**src/rtl/ecc_log_pkg.sv**
```systemverilog
package ecc_log_pkg;

  typedef enum logic [1:0] {
    SEL_STATUS = 2'd0,
    SEL_MASK   = 2'd1,
    SEL_FORCE  = 2'd2,
    SEL_SPARE  = 2'd3
  } cfg_sel_e;

  localparam int FLAGS_PER_PART = 2;
  localparam int SBE_IDX        = 0;
  localparam int DBE_IDX        = 1;

  typedef struct packed {
    logic valid;
    logic dbe;
  } slot_kind_t;

endpackage

```
**src/rtl/ecc_log_cfg.sv**
```systemverilog
module ecc_log_cfg
  import ecc_log_pkg::*;
#(
  parameter int FLAG_W = 4
) (
  input  logic              clk,
  input  logic              rst,
  input  logic              cfg_wr,
  input  logic [1:0]        cfg_sel,
  input  logic [FLAG_W-1:0] cfg_wdata,
  output logic [FLAG_W-1:0] clr_bits,
  output logic [FLAG_W-1:0] frc_bits,
  output logic [FLAG_W-1:0] mask_q
);

  cfg_sel_e sel;
  assign sel = cfg_sel_e'(cfg_sel);

  always_comb begin
    clr_bits = '0;
    frc_bits = '0;
    if (cfg_wr) begin
      case (sel)
        SEL_STATUS: clr_bits = cfg_wdata;
        SEL_FORCE:  frc_bits = cfg_wdata;
        default:    ;
      endcase
    end
  end

  always_ff @(posedge clk) begin
    if (rst) begin
      mask_q <= '1;
    end else if (cfg_wr && sel == SEL_MASK) begin
      mask_q <= cfg_wdata;
    end
  end

  // the mask only moves on a mask write
  p_mask_hold_r8: assert property (@(posedge clk) disable iff (rst)
    !(cfg_wr && cfg_sel == 2'd1) |=> $stable(mask_q));

endmodule

```
**src/rtl/ecc_log_half.sv**
```systemverilog
module ecc_log_half
  import ecc_log_pkg::*;
#(
  parameter int ADDR_W = 9,
  parameter int SYN_W  = 8
) (
  input  logic                      clk,
  input  logic                      rst,
  input  logic                      err_vld,
  input  logic                      err_dbe,
  input  logic [ADDR_W-1:0]         err_addr,
  input  logic [SYN_W-1:0]          err_syn,
  input  logic [FLAGS_PER_PART-1:0] clr,
  input  logic [FLAGS_PER_PART-1:0] frc,
  output logic [FLAGS_PER_PART-1:0] stat,
  output logic                      log_valid,
  output logic                      log_dbe,
  output logic [ADDR_W-1:0]         log_addr,
  output logic [SYN_W-1:0]          log_syn
);

  slot_kind_t                kind_q;
  logic                      clr_any;
  logic                      take;
  logic [FLAGS_PER_PART-1:0] set_v;

  assign clr_any = |clr;
  // empty, being cleared, or escalating single-bit to double-bit
  assign take = err_vld && (!kind_q.valid || clr_any || (!kind_q.dbe && err_dbe));

  always_comb begin
    set_v          = frc;
    set_v[SBE_IDX] = set_v[SBE_IDX] | (err_vld & ~err_dbe);
    set_v[DBE_IDX] = set_v[DBE_IDX] | (err_vld & err_dbe);
  end

  always_ff @(posedge clk) begin
    if (rst) begin
      kind_q   <= '0;
      log_addr <= '0;
      log_syn  <= '0;
    end else if (take) begin
      kind_q.valid <= 1'b1;
      kind_q.dbe   <= err_dbe;
      log_addr     <= err_addr;
      log_syn      <= err_syn;
    end else if (clr_any) begin
      kind_q   <= '0;
      log_addr <= '0;
      log_syn  <= '0;
    end
  end

  always_ff @(posedge clk) begin
    if (rst) stat <= '0;
    else     stat <= (stat & ~clr) | set_v;
  end

  assign log_valid = kind_q.valid;
  assign log_dbe   = kind_q.dbe;

  p_stat_sbe_r5: assert property (@(posedge clk) disable iff (rst)
    err_vld && !err_dbe |=> stat[SBE_IDX]);
  p_stat_dbe_r5: assert property (@(posedge clk) disable iff (rst)
    err_vld && err_dbe |=> stat[DBE_IDX]);
  p_first_held_r3: assert property (@(posedge clk) disable iff (rst)
    log_valid && !clr_any && (log_dbe || !err_dbe || !err_vld)
    |=> $stable(log_addr) && $stable(log_syn) && $stable(log_dbe));
  p_dbe_over_sbe_r4: assert property (@(posedge clk) disable iff (rst)
    log_valid && !log_dbe && err_vld && err_dbe
    |=> log_dbe && log_addr == $past(err_addr));
  p_set_wins_r7: assert property (@(posedge clk) disable iff (rst)
    err_vld && clr_any |=> log_valid && log_addr == $past(err_addr));
  p_force_no_log_r9: assert property (@(posedge clk) disable iff (rst)
    (|frc) && !err_vld && !clr_any |=> $stable(log_valid) && $stable(log_addr));

endmodule

```
**src/rtl/ecc_log_irq.sv**
```systemverilog
module ecc_log_irq #(
  parameter int NUM_PART = 2,
  localparam int FLAG_W  = 2 * NUM_PART
) (
  input  logic              clk,
  input  logic              rst,
  input  logic [FLAG_W-1:0] stat,
  input  logic [FLAG_W-1:0] mask,
  output logic              irq_nonfatal,
  output logic              irq_fatal
);

  logic [NUM_PART-1:0] sbe_live;
  logic [NUM_PART-1:0] dbe_live;

  for (genvar p = 0; p < NUM_PART; p++) begin : g_live
    assign sbe_live[p] = stat[2*p]   & ~mask[2*p];
    assign dbe_live[p] = stat[2*p+1] & ~mask[2*p+1];
  end

  always_ff @(posedge clk) begin
    if (rst) begin
      irq_nonfatal <= 1'b0;
      irq_fatal    <= 1'b0;
    end else begin
      irq_nonfatal <= |sbe_live;
      irq_fatal    <= |dbe_live;
    end
  end

  // a fully masked flag vector never raises a line
  p_masked_quiet_r8: assert property (@(posedge clk) disable iff (rst)
    (&mask) |=> !irq_nonfatal && !irq_fatal);
  p_clear_drops_r8: assert property (@(posedge clk) disable iff (rst)
    (stat == '0) |=> !irq_nonfatal && !irq_fatal);

endmodule

```
**src/rtl/ecc_err_log.sv**
```systemverilog
module ecc_err_log
  import ecc_log_pkg::*;
#(
  parameter int NUM_PART = 2,
  parameter int ADDR_W   = 9,
  parameter int SYN_W    = 8
) (
  input  logic                         clk,
  input  logic                         rst,
  input  logic [NUM_PART-1:0]          err_vld,
  input  logic [NUM_PART-1:0]          err_dbe,
  input  logic [NUM_PART*ADDR_W-1:0]   err_addr,
  input  logic [NUM_PART*SYN_W-1:0]    err_syn,
  input  logic                         cfg_wr,
  input  logic [1:0]                   cfg_sel,
  input  logic [2*NUM_PART-1:0]        cfg_wdata,
  output logic [2*NUM_PART-1:0]        stat,
  output logic [2*NUM_PART-1:0]        mask,
  output logic [NUM_PART-1:0]          log_valid,
  output logic [NUM_PART-1:0]          log_dbe,
  output logic [NUM_PART*ADDR_W-1:0]   log_addr,
  output logic [NUM_PART*SYN_W-1:0]    log_syn,
  output logic                         irq_nonfatal,
  output logic                         irq_fatal
);

  localparam int FLAG_W = FLAGS_PER_PART * NUM_PART;

  logic [FLAG_W-1:0] clr_bits;
  logic [FLAG_W-1:0] frc_bits;

  ecc_log_cfg #(.FLAG_W(FLAG_W)) u_cfg (
    .clk       (clk),
    .rst       (rst),
    .cfg_wr    (cfg_wr),
    .cfg_sel   (cfg_sel),
    .cfg_wdata (cfg_wdata),
    .clr_bits  (clr_bits),
    .frc_bits  (frc_bits),
    .mask_q    (mask)
  );

  for (genvar p = 0; p < NUM_PART; p++) begin : g_part
    ecc_log_half #(.ADDR_W(ADDR_W), .SYN_W(SYN_W)) u_half (
      .clk       (clk),
      .rst       (rst),
      .err_vld   (err_vld[p]),
      .err_dbe   (err_dbe[p]),
      .err_addr  (err_addr[p*ADDR_W +: ADDR_W]),
      .err_syn   (err_syn[p*SYN_W +: SYN_W]),
      .clr       (clr_bits[p*FLAGS_PER_PART +: FLAGS_PER_PART]),
      .frc       (frc_bits[p*FLAGS_PER_PART +: FLAGS_PER_PART]),
      .stat      (stat[p*FLAGS_PER_PART +: FLAGS_PER_PART]),
      .log_valid (log_valid[p]),
      .log_dbe   (log_dbe[p]),
      .log_addr  (log_addr[p*ADDR_W +: ADDR_W]),
      .log_syn   (log_syn[p*SYN_W +: SYN_W])
    );
  end

  ecc_log_irq #(.NUM_PART(NUM_PART)) u_irq (
    .clk          (clk),
    .rst          (rst),
    .stat         (stat),
    .mask         (mask),
    .irq_nonfatal (irq_nonfatal),
    .irq_fatal    (irq_fatal)
  );

  // a write to the unused select changes no flag, mask or slot
  p_spare_ignored_r11: assert property (@(posedge clk) disable iff (rst)
    cfg_wr && cfg_sel == 2'd3 && err_vld == '0
    |=> $stable(stat) && $stable(mask) && $stable(log_valid));

endmodule

```
**config.mk**
```make
export PLATFORM = sky130hd
export DESIGN_NAME = ecc_err_log
export DESIGN_NICKNAME = d
export VERILOG_FILES = /design/src/rtl/ecc_log_pkg.sv /design/src/rtl/ecc_log_cfg.sv /design/src/rtl/ecc_log_half.sv /design/src/rtl/ecc_log_irq.sv /design/src/rtl/ecc_err_log.sv
export SDC_FILE = /design/constraint.sdc
export NUM_CORES = 1
export LEC_CHECK = 0
export BUFFER_PORTS_ARGS = -buffer_cell sky130_fd_sc_hd__buf_2
export CAP_MARGIN = 0
export CORE_MARGIN = 5
export CORE_UTILIZATION = 33
export DETAILED_ROUTE_END_ITERATION = 6
export SYNTH_ARGS = -nofsm -noshare
export SYNTH_HDL_FRONTEND = slang
export SYNTH_SLANG_ARGS = --single-unit
```
**constraint.sdc**
```tcl
create_clock -name clk -period 1.8 [get_ports clk]
set_input_delay 0.09 -clock clk [delete_from_list [all_inputs] [get_ports clk]]
set_output_delay 0.09 -clock clk [all_outputs]
set_load 0.02 [all_outputs]
```
==> impl_metrics.py <==
metrics = {
    "synth": {
        "avgSynthCellArea_um2": 8.534,
        "yosys-top-cells-area": "dfxtp_1 (49%), a21oi_1 (11%), nand3_1 (9.2%)",
        "netlist_instances": 229,
        "synth_edf_count": 0,
        "synth_area_mm2": 0.001954,
        "yosysUniqueCellTypes": 24,
        "ys.flop_type": "dfxtp_1",
        "synth_fp_nets": 276,
        "synthArstFlopShare_pct": 0,
        "yosysWarnings": 0,
        "yosysTopAreaCell": "dfxtp_1",
        "ys_ff_latch": 48,
        "yosysSeqAreaShare_pct": 49.17,
        "synth_common_cells": "dfxtp_1 (48), a21oi_1 (43), nand3_1 (36)",
        "yosysMostFrequentCell": "dfxtp_1",
        "yosysTopAreaCellShare_pct": 49.17,
    },
    "run": {
        "maxCapViolCount": 0,
    },
    "placement": {
        "place.gp.congestion": 0.7754,
        "io_buffers": 94,
        "hpwl_um": 3775,
        "place_inst": 384,
        "pre_cts_slack_ns": 0.4061,
    },
    "detailed_routing": {
        "via_per_inst": 4.885,
        "first_pass_iters": 4,
        "wl_um": 5373,
        "drt_iter0_drc": 85,
        "wl_per_cell_um": 13.71,
        "drc": 0,
        "met3_length_um": 591,
        "highest_layer": "met4",
        "met1_length_um": 2415,
        "ant_nets": 0,
        "num_vias": 1915,
        "wl_met2_um": 2311,
    },
    "pwr": {
        "p_leak_nw": 1.140,
        "power.switching_w": 0.0006418,
        "finalPower_w": 0.002228,
        "pwr-share-comb_pct": 18.1,
        "p_clk_share_pct": 29.7,
        "power_frac_seq_pct": 52.2,
        "p_int_w": 0.001587,
        "pwr_density_cell_mw_per_mm2": 879.1,
        "ir_worst_vdd_mv": 0.3474,
        "switching_share_pct": 28.80,
    },
    "floorplan": {
        "die-height_um": 86.96,
        "num_io_pins": 95,
        "core_mm2": 0.005851,
        "initial_core_util_pct": 33.40,
        "die_w_um": 86.96,
        "die_area_mm2": 0.007561,
        "num_rows": 28,
    },
    "worst_setup_path": {
        "critPathKind": "reg2reg",
        "path_buf_inv": 0,
        "cp-end-kind": "flop",
        "required_ns": 2.02,
        "crit_family": "compound AO/OA/AOI/OAI gates",
        "crit_slowest_cell": "o21a_1",
        "path_max_fanout": 17,
        "critical_path_arrival_ns": 1.62,
        "startpoint_type": "flop",
        "cpPeakStageDelay_ns": 0.50,
        "crit_chain": "nor2b_1, o21a_1, o21ai_0, a21oi_1",
    },
    "timing": {
        "setup_viol": 0,
        "setup_ws_ns": 0.4013,
        "tightest_slew_ns": 0.9234,
        "fin_skew_ns": 0.002287,
        "hold_viol": 0,
        "fin_crit_ns": 1.399,
        "fmax_mhz": 715.0,
        "finalCritPeriodShare_pct": 77.70,
        "finalSetupTns_ns": 0,
        "relSlewSlack_pct": 38.44,
        "timing.final.max_slew_violations": 0,
        "hold-worst-slack_ns": 0.04323,
        "grt_setup_unrepaired": "false",
    },
    "grt": {
        "grt.total_usage_pct": 14.04,
        "grt_pass1_wl_um": 8556,
        "antenna_found_initial": 0,
        "grt_max_degree": 49,
        "grt_pass1_vias": 1782,
        "overflow": 0,
    },
    "final_layout": {
        "layout.nets": 363,
        "drive_gt1_share_pct": 35.96,
        "area_growth_pct": 29.71,
        "diodes": 0,
        "layout.cells.non_filler": 392,
    },
    "clocking": {
        "h-tree-depth": 2,
        "root_buffer": "clkbuf_8",
        "clk_path_buf_depth": 2,
        "cts-buffers-inserted": 5,
        "cts_tree": "done",
        "clkSinkCount": 48,
        "cts_resized": 0,
        "post-cts-setup-buffers": 0,
        "insertion_delay_ns": 0.30,
        "clkTransAtPathRegs_ns": 0.09,
        "cts_hold_buf": 0,
    },
    "min_path": {
        "min_path_type": "in2reg",
    },
    "status": {
        "run_status": "finished, final reports clean",
    },
}
## worst reg2reg max path, cell delays in order (launching register included)
cell,delay (ns)
dfxtp_1,0.33
nor2b_1,0.17
o21a_1,0.50
o21ai_0,0.18
a21oi_1,0.15
## layer usage
metal / track usage, % / vias to the layer above
met5: 0 / -
met2: 21.12 / 68
met1: 18.50 / 855
met3: 6.055 / 6
li1: - / 986
met4: 3.399 / 0
## kinds of logic after synthesis
kind of cell / share of synthesized area (%)
buffers and inverters: 6.210
AO/OA/AOI/OAI: 25.03
flip-flops: 49.17
multiplexers: 2.049
AND/OR/NAND/NOR: 17.54
## flip-flops by register name, summed over array words and instances, names as in the netlist
name	count
g_part.u_half.log_dbe	2
g_part.u_half.log_addr	18
u_cfg.mask_q	4
g_part.u_half.log_syn	16
g_part.u_half.stat	4
u_irq.irq_nonfatal	1
g_part.u_half.log_valid	2
u_irq.irq_fatal	1
## placed cells by master, fill, tap and decap left out, drive strengths merged, types with 6 or more instances in the layout
master,count
nand3,36
nand2,8
buf,97
dfxtp,48
o21ai,40
nor2,8
a21oi,44
nand2b,6
inv,6
clkbuf,6
## final timing paths
| kind | start | slack [ns] | cells past startpoint | end |
|---|---|---|---|---|
| setup / recovery | g_part[1].u_half.log_dbe | 0.40 | 4 | g_part[1].u_half.log_syn[7] |
| setup reg to reg | g_part[1].u_half.log_dbe | 0.40 | 4 | g_part[1].u_half.log_syn[7] |
| hold reg to reg | g_part[1].u_half.log_syn[4] | 0.47 | 2 | g_part[1].u_half.log_syn[4] |
| hold / removal | err_addr[9] | 0.04 | 3 | g_part[1].u_half.log_addr[0] |
## stage by stage
stage	util, %	instance area (um2)
floorplan	-	1954
global placement	41.75	2442
detailed placement	41.75	2442
CTS	43.33	2535
global route	43.33	2535
finish	43.33	2535
## cell type report
cell class                 count  area, um2
tap                           75      93.84
sequential                    48      960.9
inverter                       6      22.52
clock buffer                   6      82.58
fill                         614       3316
multi-input combinational    158      872.1
timing repair buffer          97      493.0
clock inverter                 2      10.01
## power by group through the flow
stage                     Clock (W)  Sequential, W  Combinational, W
after floorplan                   0        0.00126          0.000178
after global placement            0        0.00119          0.000404
after detailed placement          0        0.00119          0.000407
after CTS                  0.000691        0.00116          0.000408
after global routing       0.000741        0.00117          0.000443
final                      0.000662        0.00116          0.000403
(Power assumes the default switching activity.)
